===== src/rtl/seldec_pkg.sv =====
package seldec_pkg;
  // map an internal "line chosen" flag onto the pin level for a given polarity
  function automatic logic pin_level(input logic chosen, input bit active_low);
    return chosen ^ active_low;
  endfunction
endpackage


===== src/rtl/code_hold.sv =====
module code_hold #(
  parameter int CODE_W = 4
) (
  input  logic              clk,
  input  logic              rst,
  input  logic              strobe,
  input  logic [CODE_W-1:0] code_in,
  output logic [CODE_W-1:0] code_eff
);
  logic [CODE_W-1:0] held_q;

  always_ff @(posedge clk) begin
    if (rst)         held_q <= '0;
    else if (strobe) held_q <= code_in;
  end

  // transparent while strobe is high, frozen otherwise
  assign code_eff = strobe ? code_in : held_q;
endmodule


===== src/rtl/onehot_expand.sv =====
module onehot_expand #(
  parameter int CODE_W  = 4,
  parameter int NUM_OUT = 1 << CODE_W
) (
  input  logic [CODE_W-1:0]  code,
  output logic [NUM_OUT-1:0] hot
);
  for (genvar i = 0; i < NUM_OUT; i++) begin : g_line
    localparam logic [CODE_W-1:0] IDX = CODE_W'(i);
    assign hot[i] = (code == IDX);
  end
endmodule


===== src/rtl/select_drive.sv =====
module select_drive
  import seldec_pkg::*;
#(
  parameter int NUM_OUT    = 16,
  parameter bit ACTIVE_LOW = 1'b0
) (
  input  logic               clk,
  input  logic               rst,
  input  logic               inhibit,
  input  logic [NUM_OUT-1:0] hot,
  output logic [NUM_OUT-1:0] sel_q
);
  localparam logic [NUM_OUT-1:0] IDLE = ACTIVE_LOW ? '1 : '0;

  logic [NUM_OUT-1:0] pin_d;

  for (genvar i = 0; i < NUM_OUT; i++) begin : g_pin
    assign pin_d[i] = pin_level(hot[i] & ~inhibit, ACTIVE_LOW);
  end

  always_ff @(posedge clk) begin
    if (rst) sel_q <= IDLE;
    else     sel_q <= pin_d;
  end
endmodule


===== src/rtl/code_select_decoder.sv =====
module code_select_decoder #(
  parameter int CODE_W     = 4,
  parameter bit ACTIVE_LOW = 1'b0,
  localparam int NUM_OUT   = 1 << CODE_W
) (
  input  logic               clk,
  input  logic               rst,
  input  logic               strobe,
  input  logic               inhibit,
  input  logic [CODE_W-1:0]  code,
  output logic [NUM_OUT-1:0] sel
);
  logic [CODE_W-1:0]  code_eff;
  logic [NUM_OUT-1:0] hot;

  code_hold #(.CODE_W(CODE_W)) u_hold (
    .clk      (clk),
    .rst      (rst),
    .strobe   (strobe),
    .code_in  (code),
    .code_eff (code_eff)
  );

  onehot_expand #(.CODE_W(CODE_W), .NUM_OUT(NUM_OUT)) u_expand (
    .code (code_eff),
    .hot  (hot)
  );

  select_drive #(.NUM_OUT(NUM_OUT), .ACTIVE_LOW(ACTIVE_LOW)) u_drive (
    .clk     (clk),
    .rst     (rst),
    .inhibit (inhibit),
    .hot     (hot),
    .sel_q   (sel)
  );
endmodule


===== config.mk =====
export PLATFORM = sky130hd
export DESIGN_NAME = code_select_decoder
export DESIGN_NICKNAME = d
export VERILOG_FILES = /design/src/rtl/seldec_pkg.sv /design/src/rtl/code_hold.sv /design/src/rtl/onehot_expand.sv /design/src/rtl/select_drive.sv /design/src/rtl/code_select_decoder.sv
export SDC_FILE = /design/constraint.sdc
export NUM_CORES = 1
export LEC_CHECK = 0
export CAP_MARGIN = 10
export CORE_MARGIN = 1
export CORE_UTILIZATION = 39
export CTS_BUF_LIST = sky130_fd_sc_hd__clkbuf_8
export DETAILED_ROUTE_END_ITERATION = 16
export HOLD_SLACK_MARGIN = 0.12
export PLACE_DENSITY = 0.72
export SETUP_SLACK_MARGIN = 0.2
export SYNTH_ARGS = -nofsm -noshare
export SYNTH_HDL_FRONTEND = slang
export SYNTH_SLANG_ARGS = --single-unit

===== constraint.sdc =====
create_clock -name clk -period 1 [get_ports clk]
set_input_delay 0.2 -clock clk [delete_from_list [all_inputs] [get_ports clk]]
set_output_delay 0.2 -clock clk [all_outputs]
set_load 0.01 [all_outputs]

==> out/qor.txt <==
status -> complete, but fails checks
violated checks -> negative setup slack
Worst Hold Class -> primary input to register
initial antenna violation count -> 0
sequential cell area -> 408 um^2
worst setup slack after layout -> -0.0992 ns
flop2flop setup slack -> -0.1 ns
largest net degree at the start of global routing -> 12
multi-input logic area -> 269 um^2
Synth warnings -> 0
final hold vios -> 0
maximum VDD drop -> 0.800 mV
Static Leak -> 0.488 nW
WL/cell -> 11.5 um
via count -> 568
post-synthesis sequential area ratio -> 63.6%
Final ANT Viol Nets -> 0
grt ovf -> 0
worst r2r src -> u_hold.held_q[0]
Via density -> 4.90
slew at the pin with the worst max-slew slack -> 0.254 ns
Starting Density -> 41.8%
Syn Nets -> 69
fillers -> 115
vias in the first global route -> 518
GRT Total Usage -> 16.2%
DRT iter0 DRCs -> 10
share of post-route cells with drive strength above 1 -> 55.0%
Netlist cell types -> 18
first-pass GRT wire length -> 2.15 mm
Rel. slew slack -> 82.7%
#FFs+latches synth -> 20
Post-Syn Area -> 629 um^2
H-Tree Depth -> 1
die area -> 1780 um^2
TritonCTS clock tree -> done
CP startpoint -> u_hold.held_q[0]
Post-Place Worst Slack -> -0.624 ns
startpoint types -> register
Worst Path Required -> 1.19 ns
Worst Path Arrival -> 1.29 ns
synth-to-layout area growth -> 62.8%
Final HPWL DP -> 905 um
fin crit share -> 110%
f_max -> 910 MHz
antenna fix cells -> 0
kind of end point of the critical path -> register
Worst Path Max Fanout -> 4
minimum clock period -> 1.10 ns
Routed WL -> 1.34 mm
CP Class -> register to register
TritonCTS buffer count -> 3
terminus of the critical flop-to-flop path -> u_drive.sel_q[7]
Max clock buf depth -> 2
clock latency on the worst-skew pair -> 0.26 ns
DRC -> 0
Reg clk slew, reported paths -> 0.07 ns
GP Congestion -> 0.719
Max-Cap Viols -> 0
Core ar. -> 1510 um^2
Die Y -> 42.2 um
Core Rows -> 14
Worst R2R Path Depth -> 3
Final nets -> 109
setup violators final -> 15
Port-buffer cells -> 23
fin util -> 68.0%
Synth Instances -> 61
CTS root buffer -> clkbuf_8
RSZ-0062 raised after global routing -> yes
Setup Skew -> 0.00599 ns
Max Slew Vio Count -> 0
PwrDens -> 1580 nW/um^2
DR pass1 iterations -> 2
CTS sink count -> 20
chip width -> 42.2 um
I/O Pins -> 24
syn_area_per_cell -> 10.3 um^2
worst setup path end -> u_drive.sel_q[7]
-- per-stage QoR --
stage / TNS, ns / hold WS, ns / std cells / cell area, um^2 / power, mW
after floorplan: -0.343 / 0.265 / 61 / 634 / 0.910
after global placement: -10.28 / 0.531 / 109 / 948 / 1.00
after detailed placement: -10.86 / 0.536 / 109 / 948 / 1.01
after CTS: -1.25 / 0.461 / 115 / 975 / 1.61
after global routing: -1.26 / 0.318 / 116 / 1020 / 1.68
final: -0.790 / 0.321 / 116 / 1020 / 1.62
-- worst max-delay path, cell delays in order (launching register included) --
cell and delay (ns):
dfxtp_2 0.32, mux2i_2 0.08, or4_4 0.54, nor2_2 0.10
-- power by group --
group          internal [mW]  switching, mW
registers              0.815        0.00985
clock network          0.350          0.250
logic                  0.101         0.0919
total                   1.27          0.352
-- cells in the final DEF, fill, tap and decap left out, types with 3 or more instances in the layout --
cell type	n
buf_6	4
dlymetal6s2s_1	3
buf_2	14
dlygate4sd2_1	3
buf_4	12
nor2_1	14
clkbuf_8	4
nor2_2	6
dfxtp_1	14
dfxtp_2	6
-- cell usage after synthesis (all sizes together) --
library cell | instances | area [um^2]
nand3 | 1 | 5.00
o22a | 1 | 8.76
nand3b | 2 | 15.0
inv | 1 | 3.75
nand2 | 2 | 7.51
nand2b | 1 | 6.26
nor3 | 2 | 10.0
buf | 1 | 11.3
dfxtp | 20 | 400
nor3b | 1 | 7.51
a32oi | 1 | 8.76
and3b | 1 | 8.76
or4 | 1 | 11.3
a21oi | 2 | 10.0
a31oi | 1 | 6.26
nor2 | 20 | 75.1
mux2i | 3 | 33.8
-- cell families after synthesis --
| group | Yosys count | synth area share [%] |
|---|---|---|
| AO/OA/AOI/OAI | 5 | 5.37 |
| buffers and inverters | 2 | 2.38 |
| flip-flops | 20 | 63.6 |
| multiplexers | 3 | 5.37 |
| AND/OR/NAND/NOR | 31 | 23.3 |
-- sequential cells by signal, summed over array words and instances, names as in the netlist --
register / cells
u_drive.sel_q: 16
u_hold.held_q: 4
-- area by class of cell --
| type | count | area share [%] |
|---|---|---|
| Sequential cell | 20 | 39.8 |
| Multi-Input combinational cell | 39 | 26.3 |
| Clock buffer | 4 | 5.37 |
| Timing Repair Buffer | 36 | 26.3 |
| Inverter | 1 | 0.366 |
| Tap cell | 16 | 1.95 |
-- what timing repair did --
action	CTS	global route
hold buffers	0	0
setup buffers	2	1
endpoints found under the setup margin	36	36
pin swaps	9	7
resized for setup	83	14
-- worst min path at each step --
stage | startpoint | slack [ns] | to | cells past startpoint
2_1_floorplan | rst | 0.26 | u_hold.held_q[3] | 1
3_3_place_gp | u_hold.held_q[3] | 0.53 | u_hold.held_q[3] | 2
3_5_place_dp | u_hold.held_q[3] | 0.54 | u_hold.held_q[3] | 2
4_1_cts | strobe | 0.46 | u_drive.sel_q[1] | 4
5_1_grt | rst | 0.32 | u_hold.held_q[2] | 3
6_report | rst | 0.32 | u_hold.held_q[2] | 3
-- routing by layer --
metal | track usage (%) | vias to the layer above | share of wire (%)
met1 | 18.7 | 266 | 42
met3 | 4.31 | 3 | 5.6
met5 | 0 | - | 0
met4 | 9.38 | 0 | 1.6
li1 | - | 279 | -
met2 | 26.8 | 20 | 51
Power figures use the tool's default switching activity.
